==> config.mk <==
export PLATFORM = sky130hd
export DESIGN_NAME = flash_cmd_dispatch
export DESIGN_NICKNAME = d
export VERILOG_FILES = /design/src/rtl/fd_pkg.sv /design/src/rtl/fd_opcode_atd.sv /design/src/rtl/fd_cmd_fifo.sv /design/src/rtl/fd_bank_seq.sv /design/src/rtl/flash_cmd_dispatch.sv
export SDC_FILE = /design/constraint.sdc
export NUM_CORES = 1
export LEC_CHECK = 0
export BUFFER_PORTS_ARGS = -buffer_cell sky130_fd_sc_hd__buf_4
export CAP_MARGIN = 5
export CORE_ASPECT_RATIO = 0.9
export CORE_MARGIN = 5
export CORE_UTILIZATION = 50
export CTS_CLUSTER_DIAMETER = 60
export DETAILED_ROUTE_END_ITERATION = 12
export GPL_TIMING_DRIVEN = 0
export HOLD_SLACK_MARGIN = 0.06
export PLACE_DENSITY = 0.73
export SLEW_MARGIN = 20
export SYNTH_ARGS = -nofsm -noshare
export SYNTH_HDL_FRONTEND = slang
export SYNTH_SLANG_ARGS = --single-unit
==> constraint.sdc <==
create_clock -name clk -period 3.5 [get_ports clk]
set_clock_uncertainty 0.2 [all_clocks]
set_input_delay 0.175 -clock clk [delete_from_list [all_inputs] [get_ports clk]]
set_output_delay 0.175 -clock clk [all_outputs]
set_load 0.01 [all_outputs]
==> src/rtl/fd_pkg.sv <==
// Shared opcode encoding for the flash command dispatcher.
package fd_pkg;

    typedef enum logic [1:0] {
        FD_OP_READ  = 2'b00,
        FD_OP_PROG  = 2'b01,
        FD_OP_ERASE = 2'b10,
        FD_OP_RSVD  = 2'b11
    } fd_op_e;

    // True for the operation codes the local controllers accept.
    function automatic logic fd_op_ok(input logic [1:0] code);
        return (code == FD_OP_READ) || (code == FD_OP_PROG) || (code == FD_OP_ERASE);
    endfunction

endpackage

==> src/rtl/fd_opcode_atd.sv <==
// Opcode register and address-change detector.
// Holds the last valid opcode. Each valid address that differs from the last
// accepted one becomes a one-cycle command strobe (fire). A valid opcode write
// rearms the detector so that the same address may be used again.
// Assumes the host holds addr_in and wdata_in steady while addr_vld is high.
module fd_opcode_atd
    import fd_pkg::*;
#(
    parameter int AW = 8
) (
    input  logic          clk,
    input  logic          rst_n,
    input  logic          op_we,
    input  logic [1:0]    op_in,
    input  logic          addr_vld,
    input  logic [AW-1:0] addr_in,
    input  logic          accept_ok,
    output logic          fire,
    output logic [1:0]    cur_op,
    output logic          op_err
);

    logic [1:0]    op_q;
    logic          loaded_q;
    logic          armed_q;
    logic [AW-1:0] last_q;
    logic          err_q;

    // Accept a valid, new address when an opcode is present and there is room.
    always_comb begin
        fire = addr_vld && accept_ok && loaded_q && (armed_q || (addr_in != last_q));
    end

    // Opcode storage, detector memory and error pulse.
    always_ff @(posedge clk) begin
        if (!rst_n) begin
            op_q     <= FD_OP_READ;
            loaded_q <= 1'b0;
            armed_q  <= 1'b0;
            last_q   <= '0;
            err_q    <= 1'b0;
        end else begin
            err_q <= op_we && !fd_op_ok(op_in);
            if (fire) begin
                last_q  <= addr_in;
                armed_q <= 1'b0;
            end
            if (op_we && fd_op_ok(op_in)) begin
                op_q     <= op_in;
                loaded_q <= 1'b1;
                armed_q  <= 1'b1;
            end
        end
    end

    assign cur_op = op_q;
    assign op_err = err_q;

    AST_ERR_AFTER_WRITE: assert property (@(posedge clk) disable iff (!rst_n)
        op_err |-> $past(op_we) && ($past(op_in) == FD_OP_RSVD));

    AST_NO_FIRE_UNLOADED: assert property (@(posedge clk) disable iff (!rst_n)
        !loaded_q |-> !fire);

endmodule

==> src/rtl/fd_cmd_fifo.sv <==
// Per-bank command queue: a small circular buffer of packed commands.
// Push and pop may occur in the same cycle. The caller never pushes when
// full and never pops when empty. DEPTH must be a power of two.
module fd_cmd_fifo #(
    parameter int W     = 18,
    parameter int DEPTH = 4
) (
    input  logic         clk,
    input  logic         rst_n,
    input  logic         push,
    input  logic [W-1:0] din,
    input  logic         pop,
    output logic [W-1:0] head,
    output logic         empty,
    output logic         full
);

    localparam int PW = (DEPTH > 1) ? $clog2(DEPTH) : 1;
    localparam int CNTW = PW + 1;

    logic [W-1:0]    mem [DEPTH];
    logic [PW-1:0]   wr_ptr;
    logic [PW-1:0]   rd_ptr;
    logic [CNTW-1:0] count;

    // Storage write; no reset is needed because count guards the reads.
    always_ff @(posedge clk) begin
        if (push) begin
            mem[wr_ptr] <= din;
        end
    end

    // Pointer and occupancy update.
    always_ff @(posedge clk) begin
        if (!rst_n) begin
            wr_ptr <= '0;
            rd_ptr <= '0;
            count  <= '0;
        end else begin
            if (push) wr_ptr <= wr_ptr + 1'b1;
            if (pop)  rd_ptr <= rd_ptr + 1'b1;
            case ({push, pop})
                2'b10:   count <= count + 1'b1;
                2'b01:   count <= count - 1'b1;
                default: count <= count;
            endcase
        end
    end

    assign head  = mem[rd_ptr];
    assign empty = (count == '0);
    assign full  = (count == CNTW'(DEPTH));

    AST_NO_OVERFLOW: assert property (@(posedge clk) disable iff (!rst_n)
        push |-> !full || pop);

    AST_NO_UNDERFLOW: assert property (@(posedge clk) disable iff (!rst_n)
        pop |-> !empty);

endmodule

==> src/rtl/fd_bank_seq.sv <==
// Per-bank launch sequencer.
// Tracks whether the local controller is busy. It launches the queue head
// when the bank is free, or bypasses the queue when the queue is empty and a
// command for this bank arrives. Otherwise it pushes the arrival. The bank
// counts as free in the cycle it reports done.
// Assumes bk_done is asserted only while the bank is busy, and not in the
// cycle of its start pulse.
module fd_bank_seq #(
    parameter int W = 18
) (
    input  logic         clk,
    input  logic         rst_n,
    input  logic         arrive,
    input  logic [W-1:0] arrive_cmd,
    input  logic         q_empty,
    input  logic [W-1:0] q_head,
    input  logic         done,
    output logic         q_push,
    output logic         q_pop,
    output logic         start,
    output logic [W-1:0] launch_cmd
);

    logic         busy_q;
    logic         start_q;
    logic [W-1:0] cmd_q;
    logic         free;
    logic         bypass;

    // Decide between popping, bypassing and queueing.
    always_comb begin
        free   = !busy_q || done;
        q_pop  = free && !q_empty;
        bypass = free && q_empty && arrive;
        q_push = arrive && !bypass;
    end

    // Launch register and busy tracking.
    always_ff @(posedge clk) begin
        if (!rst_n) begin
            busy_q  <= 1'b0;
            start_q <= 1'b0;
            cmd_q   <= '0;
        end else begin
            start_q <= q_pop || bypass;
            if (q_pop) begin
                cmd_q <= q_head;
            end else if (bypass) begin
                cmd_q <= arrive_cmd;
            end
            if (q_pop || bypass) begin
                busy_q <= 1'b1;
            end else if (done) begin
                busy_q <= 1'b0;
            end
        end
    end

    assign start      = start_q;
    assign launch_cmd = cmd_q;

    AST_NO_START_WHILE_BUSY: assert property (@(posedge clk) disable iff (!rst_n)
        busy_q && !done |=> !start_q);

    AST_START_MARKS_BUSY: assert property (@(posedge clk) disable iff (!rst_n)
        start_q |-> busy_q);

    AST_QUEUE_FIRST: assert property (@(posedge clk) disable iff (!rst_n)
        !q_empty && free |=> start_q && (launch_cmd == $past(q_head)));

endmodule

==> src/rtl/flash_cmd_dispatch.sv <==
// Global command dispatcher for a multi-bank flash array.
// Combines the opcode latch and address-change detector with one queue and
// one launch sequencer per bank. The bank is chosen by the top address bits.
// host_ready falls while any bank queue is full.
// Assumes NB and QDEPTH are powers of two.
module flash_cmd_dispatch
    import fd_pkg::*;
#(
    parameter int AW     = 8,
    parameter int DW     = 8,
    parameter int NB     = 4,
    parameter int QDEPTH = 4
) (
    input  logic             clk,
    input  logic             rst_n,
    input  logic             op_we,
    input  logic [1:0]       op_in,
    input  logic             addr_vld,
    input  logic [AW-1:0]    addr_in,
    input  logic [DW-1:0]    wdata_in,
    output logic             host_ready,
    output logic             op_err,
    input  logic [NB-1:0]    bk_done,
    output logic [NB-1:0]    bk_start,
    output logic [2*NB-1:0]  bk_op,
    output logic [AW*NB-1:0] bk_addr,
    output logic [DW*NB-1:0] bk_wdata
);

    localparam int BW = (NB > 1) ? $clog2(NB) : 1;
    localparam int CW = 2 + AW + DW;

    logic          fire;
    logic [1:0]    cur_op;
    logic [CW-1:0] in_cmd;
    logic [BW-1:0] tgt;
    logic [NB-1:0] q_full;
    logic [NB-1:0] q_empty;
    logic [NB-1:0] q_push;
    logic [NB-1:0] q_pop;

    // Pack the arriving command and pick its bank.
    always_comb begin
        in_cmd     = {cur_op, addr_in, wdata_in};
        tgt        = addr_in[AW-1 -: BW];
        host_ready = ~|q_full;
    end

    fd_opcode_atd #(.AW(AW)) u_atd (
        .clk       (clk),
        .rst_n     (rst_n),
        .op_we     (op_we),
        .op_in     (op_in),
        .addr_vld  (addr_vld),
        .addr_in   (addr_in),
        .accept_ok (host_ready),
        .fire      (fire),
        .cur_op    (cur_op),
        .op_err    (op_err)
    );

    for (genvar b = 0; b < NB; b++) begin : g_bank
        logic [CW-1:0] head;
        logic [CW-1:0] launch_cmd;
        logic          arrive;

        assign arrive = fire && (tgt == BW'(b));

        fd_cmd_fifo #(.W(CW), .DEPTH(QDEPTH)) u_q (
            .clk   (clk),
            .rst_n (rst_n),
            .push  (q_push[b]),
            .din   (in_cmd),
            .pop   (q_pop[b]),
            .head  (head),
            .empty (q_empty[b]),
            .full  (q_full[b])
        );

        fd_bank_seq #(.W(CW)) u_seq (
            .clk        (clk),
            .rst_n      (rst_n),
            .arrive     (arrive),
            .arrive_cmd (in_cmd),
            .q_empty    (q_empty[b]),
            .q_head     (head),
            .done       (bk_done[b]),
            .q_push     (q_push[b]),
            .q_pop      (q_pop[b]),
            .start      (bk_start[b]),
            .launch_cmd (launch_cmd)
        );

        assign bk_op[2*b +: 2]     = launch_cmd[CW-1 -: 2];
        assign bk_addr[AW*b +: AW] = launch_cmd[DW +: AW];
        assign bk_wdata[DW*b +: DW] = launch_cmd[DW-1:0];
    end

    AST_READY_BLOCKS_ACCEPT: assert property (@(posedge clk) disable iff (!rst_n)
        !host_ready |-> !fire);

    AST_ONE_ARRIVAL: assert property (@(posedge clk) disable iff (!rst_n)
        $countones(q_push) <= 1);

endmodule

### Word level (Yosys, flattened, before mapping)

Memories as Yosys holds them, arrays and structs flattened. A register that Yosys moved wholly into a read port is not among the register bits.
Cells that the tools add are included.
W data, S select, Z words.

| storage, ports and cells | value |
|---|---|
| register bits | 121 |
| bits in writable memories | 288 |
| input port bits | 26 |
| output and inout port bits | 78 |
| logic and storage cells | 175 |
| memories kept | 4 |

| cells by class | value |
|---|---|
| add/subtract/negate cells | 16 |
| equality and inequality tests | 18 |
| multiplexer cells | 38 |
| reduce and logical (&&, ||, !) cells | 70 |

Memories:

| memory | words | bits a word | read ports | clocked after Yosys merged registers in | write ports | RTL line | text |
|---|---|---|---|---|---|---|---|
| g_bank[0].u_q.mem | 4 | 18 | 1 | 1 | 1 | fd_cmd_fifo.sv:21 | `logic [W-1:0] mem [DEPTH];` |
| g_bank[1].u_q.mem | 4 | 18 | 1 | 1 | 1 | fd_cmd_fifo.sv:21 |  |
| g_bank[2].u_q.mem | 4 | 18 | 1 | 1 | 1 | fd_cmd_fifo.sv:21 |  |
| g_bank[3].u_q.mem | 4 | 18 | 1 | 1 | 1 | fd_cmd_fifo.sv:21 |  |

Operator list:

| operator | number |
|---|---|
| $mux W18 | 8 |
| $reduce_bool A2 Y1 | 13 |
| $logic_and A1 B1 Y1 | 25 |
| $pmux W3 S2 | 4 |
| $mux W1 | 18 |
| $add A2 B1 Y2 const B | 8 |
| $mux W2 | 8 |
| $eq A2 B2 Y1 const B | 7 |
| $logic_not A1 Y1 | 14 |
| $add A3 B1 Y3 const B | 4 |
| $eq A2 B1 Y1 const B | 6 |
| $eq A3 B3 Y1 const B | 4 |
| $logic_not A3 Y1 | 4 |
| $sub A3 B1 Y3 const B | 4 |
| $logic_or A1 B1 Y1 | 11 |
| $ne A8 B8 Y1 | 1 |
| $logic_not A2 Y1 | 2 |
| $reduce_or A4 Y1 | 1 |

### Logic depth before layout (Yosys ltp)

| logic depth | value |
|---|---|
| depth after elaboration | 12 |
| depth in mapped cells | 14 |

### By module

A second synthesis with hierarchy kept.

| unflattened totals | value |
|---|---|
| cells, all modules | 1081 |
| area, all modules | 17011.3 sq um |

Modules (own cells, without submodules):

| module | times used | cells each | area an instance (sq um) |
|---|---|---|---|
| fd_cmd_fifo | 4 | 140 | 3089.2 |
| fd_bank_seq | 4 | 110 | 987.2 |
| fd_opcode_atd | 1 | 76 | 661.9 |
| flash_cmd_dispatch | 1 | 5 | 43.8 |

### Worst setup path before layout

Ideal clock, no wire load.

| path | value |
|---|---|
| path kind | reg-to-reg |
| start | register u_atd.last_q[3] |
| end | register g_bank[1].u_q.count[2] |
| library setup time | 0.070 ns |
| arrival | 2.670 ns |
| path slack | 0.560 ns |
| cell stages (with the launch flop) | 14 |
| clock period less this slack | 2.940 ns |
| cells stage by stage | dfxtp_1 -> xor2_1 -> nor4_2 -> and3_1 -> buf_2 -> buf_6 -> nor2_1 -> inv_1 -> ha_1 -> inv_1 -> fa_1 -> xor2_1 -> or3_1 -> a21oi_1 |

| on the way | value |
|---|---|
| word-level cells in the longest chain between the ends | 9 |
| elaborated cells between the ends (all ways) | 11 |
| classes of those cells | eq/ne: 3; mux: 1; reduce/logical: 7 |

RTL lines:

| what | RTL line | text |
|---|---|---|
| from (decl) | fd_opcode_atd.sv:26 | `logic [AW-1:0] last_q;` |
| from (signal assigned) | fd_opcode_atd.sv:45 | `last_q <= addr_in;` |
| $ne A8 B8 Y1 (*) | fd_opcode_atd.sv:31 | `fire = addr_vld && accept_ok && loaded_q && (armed_q \|\| (addr_in != last_q));` |
| $logic_or A1 B1 Y1 (*) | fd_opcode_atd.sv:31 |  |
| $logic_and A1 B1 Y1 (*) | fd_opcode_atd.sv:31 |  |
| $logic_and A1 B1 Y1 (*) | flash_cmd_dispatch.sv:67 | `assign arrive = fire && (tgt == BW'(b));` |
| $logic_and A1 B1 Y1 | fd_bank_seq.sv:34 | `bypass = free && q_empty && arrive;` |
| $logic_not A1 Y1 | fd_bank_seq.sv:35 | `q_push = arrive && !bypass;` |
| $logic_and A1 B1 Y1 (*) | fd_bank_seq.sv:35 |  |
| $eq A2 B1 Y1 / $eq A2 B2 Y1 (equally long branches) | fd_cmd_fifo.sv:42 | `case ({push, pop})` |
| $pmux W3 S2 / $reduce_bool A2 Y1 (equally long branches) | -- |  |
| to (signal assigned) | fd_cmd_fifo.sv:43 | `2'b10: count <= count + 1'b1;` |
| to (signal assigned) | fd_cmd_fifo.sv:44 | `2'b01: count <= count - 1'b1;` |
| to (signal assigned) | fd_cmd_fifo.sv:45 | `default: count <= count;` |
| to (decl) | fd_cmd_fifo.sv:24 | `logic [CNTW-1:0] count;` |

Every way passes the cells marked *; elsewhere a longest branch is shown, timed or not.
A chain may end at the register's enable or synchronous reset.

### Final worst setup path

| path | value |
|---|---|
| start | input addr_in[2] |
| end | register g_bank[1].u_q.count[2] |

| on the way | value |
|---|---|
| word-level cells in the longest chain between the ends | 9 |
| elaborated cells between the ends (all ways) | 11 |
| classes of those cells | eq/ne: 3; mux: 1; reduce/logical: 7 |

RTL lines:

| what | RTL line | text |
|---|---|---|
| from (decl) | flash_cmd_dispatch.sv:19 | `input logic [AW-1:0] addr_in,` |
| $ne A8 B8 Y1 (*) | fd_opcode_atd.sv:31 |  |
| $logic_or A1 B1 Y1 (*) | fd_opcode_atd.sv:31 |  |
| $logic_and A1 B1 Y1 (*) | fd_opcode_atd.sv:31 |  |
| $logic_and A1 B1 Y1 (*) | flash_cmd_dispatch.sv:67 |  |
| $logic_and A1 B1 Y1 | fd_bank_seq.sv:34 |  |
| $logic_not A1 Y1 | fd_bank_seq.sv:35 |  |
| $logic_and A1 B1 Y1 (*) | fd_bank_seq.sv:35 |  |
| $eq A2 B1 Y1 / $eq A2 B2 Y1 (equally long branches) | fd_cmd_fifo.sv:42 |  |
| $pmux W3 S2 / $reduce_bool A2 Y1 (equally long branches) | -- |  |

Marked as above.

==> out/results.tsv <==
metric	value	unit
synth-simple-area-share	6.86	%
synth_xor_xnor_area_share	1.25	%
status	finished clean	
synth_fa_ha_area_share	1.96	%
antenna_found_initial	0	
overflow	0	
cp_cell_sequence	dlygate4sd3_1 > buf_4 > xor2_1 > nor3_2 > and3_1 > buf_2 > buf_6 > nor2_1 > inv_1 > ha_1 > inv_1 > fa_1 > xor2_1 > or3_1 > a21oi_1	
async_reset_ff_share	0	%
htreeDepth	2	
seq_area_frac_synth	66.5	%
vdd_drop_max	0.000398	V
syn_area_per_cell	15.3	µm²
slew-limit-headroom	31.2	%
die_h	184	µm
insertion_delay	0.54	ns
cts_sinks	417	
grt_first_pass_wirelength	58700	µm
rows	63	
max_cap_viol_count	0	
period_minus_slack	3.39	ns
cts_tree	built	
clock.fmax	0.295	GHz
route.detailed.drc	0	
critPathLaunchType	input port	
wl_per_cell	22.2	µm
finalCritPeriodShare	96.9	%
wl	38600	µm
numCtsBuffers	42	
nFillCells	2457	
p_total	14.8	mW
cts.reportedPaths.clkPinSlew	0.06	ns
viasPerCell	5.53	
io_pins	104	
rsz0062_at_grt	no	
seq_area	11200	µm²
cts_buffer_depth	3	
grt.total_usage	20.6	%
grt_start_max_net_pins	23	
ys.flop_type	edfxtp_1	
slew_viol_final	0	
start_util	51.0	%
port_buffers	102	
syn_inst	1102	
final_core_util	60.6	%
holdWs	0.143	ns
cp_max_fo	22	
final-setup-viol-count	0	
root_buffer	clkbuf_16	
finalHoldViolCount	0	
crit_required	3.76	ns
synthMuxAreaShare	18.2	%
arrival	3.65	ns
grt_pass1_vias	9902	
synth_top_family_by_area	multiplexers	
critical_path.slowest_cell	dlygate4sd3_1	
num_vias	9598	
leakage	7.33	nW
drt_iter0_drc	732	
tightest_slew	1.03	ns
endpoint_kind	flop	
fin_nets	1331	
ys_warn_count	0	
diodes	0	
drt_pass1_iterations	5	
synth_nets	1152	
synth_seq_cells	417	
crit_path_max_incr_delay	0.54	ns
synth-compound-area-share	2.36	%
critPathKind	in -> reg	
die_w	204	µm
drive_gt1_share	26.7	%
power_density	739	nW/µm²
dp.cells	1626	
core	33100	µm²
synthDistinctLibCells	43	
synth-edff-count	288	
syn_to_final_growth	18.8	%
drtAntennaViolNets	0	
multiInputGateArea	5170	µm²
worstHoldPathType	in -> reg	
dieArea	37500	µm²
gp_congestion	0.860	
fin_cells	1737	
hpwl	23600	µm
syn_area	16900	µm²
[kinds of logic (layout without fill, tap and decap cells)]
family,count (synthesis),after routing
compound gates,68,68
xor+xnor,24,24
fa+ha+maj,24,24
buf+inv,99,312
flops,417,417
mux,208,208
simple gates,262,262
[registers in the layout, indices dropped and copies added, names as in the netlist, named ones only]
name and cells:
u_atd.last_q 8, u_atd.op_err 1, g_bank.u_q.wr_ptr 8, g_bank.u_q.rd_ptr 8
g_bank.u_seq.launch_cmd 72, u_atd.armed_q 1, u_atd.cur_op 2, g_bank.u_seq.busy_q 4
g_bank.u_q.mem 288, g_bank.u_seq.start 4, g_bank.u_q.count 12, u_atd.loaded_q 1
[cells in the mapped netlist, types with 14 or more instances]
master,count,area share [%]
a21oi_1,30,0.89
and3_1,17,0.63
buf_2,14,0.42
clkbuf_1,35,0.78
dfxtp_1,129,15
edfxtp_1,288,51
ha_1,20,1.5
inv_1,31,0.69
mux2_2,68,4.5
mux2i_1,68,4.0
mux4_2,72,9.6
nand2_1,149,3.3
nand3_1,15,0.44
nor2_1,43,0.96
o21ai_0,21,0.62
xor2_1,20,1.0
[area by class of cell]
| type | count | area share, % |
|---|---|---|
| sequential | 417 | 56.0 |
| multi-input combinational | 586 | 25.8 |
| clock buffer | 56 | 6.02 |
| timing repair buffer | 135 | 5.53 |
| tap | 422 | 2.63 |
| buffer | 67 | 1.83 |
| clock inverter | 22 | 1.58 |
| inverter | 32 | 0.599 |
[power breakdown]
group	internal (mW)	leakage [nW]	total (mW)	switching, mW
Clock	3.02	0.747	4.87	1.85
Sequential	5.64	3.65	5.84	0.197
Combinational	2.03	2.93	4.10	2.07
[worst max-delay path, delay by kind of cell]
| family | cells | cell delay, ns |
|---|---|---|
| simple gates | 4 | 1.00 |
| xor+xnor | 2 | 0.29 |
| fa+ha+maj | 2 | 0.60 |
| compound gates | 1 | 0.14 |
| buf+inv | 6 | 1.43 |
[per-stage QoR]
step | instance area, µm² | setup TNS (ns) | setup WS [ns]
global route | 20000 | 0 | 0.000862
global placement | 18200 | -0.342 | -0.111
finish | 20000 | 0 | 0.108
detailed placement | 18200 | -0.486 | -0.141
floorplan | 16900 | 0 | 0.560
CTS | 20000 | 0 | 0.00966
[routing by layer]
layer,GRT usage (%),part of all wire (%),vias to the layer above
li1,-,-,4445
met1,29.0,44,4825
met2,33.9,48,278
met3,3.64,6.1,50
met4,5.37,1.9,0
met5,0,0,-
[cell usage in the layout, fill, tap and decap left out, types with 31 or more instances in the layout]
cell	count
inv_1	31
nand2_1	149
dfxtp_1	129
clkbuf_1	42
mux2i_1	68
dlygate4sd3_1	32
nor2_1	43
mux2_2	68
buf_4	106
clkbuf_16	45
edfxtp_1	288
mux4_2	72
[final timing paths]
kind | startpoint | end | slack (ns) | depth (start not counted)
setup reg to reg | u_atd.last_q[4] | g_bank[1].u_q.count[2] | 0.23 | 13
hold / removal | addr_vld | u_atd.armed_q | 0.14 | 5
hold reg to reg | g_bank[1].u_seq.launch_cmd[14] | g_bank[1].u_seq.launch_cmd[14] | 0.24 | 2
setup / recovery | addr_in[2] | g_bank[1].u_q.count[2] | 0.11 | 15
[what timing repair did]
item / 4_1_cts / 5_1_grt
setup endpoints to repair: 0 / 4
endpoints found under the hold margin: 274 / 0
buffers inserted: 0 / 1
gates resized for setup: 0 / 5
hold buffers: 32 / 0
Note: power is estimated with default switching activity, not from simulation.
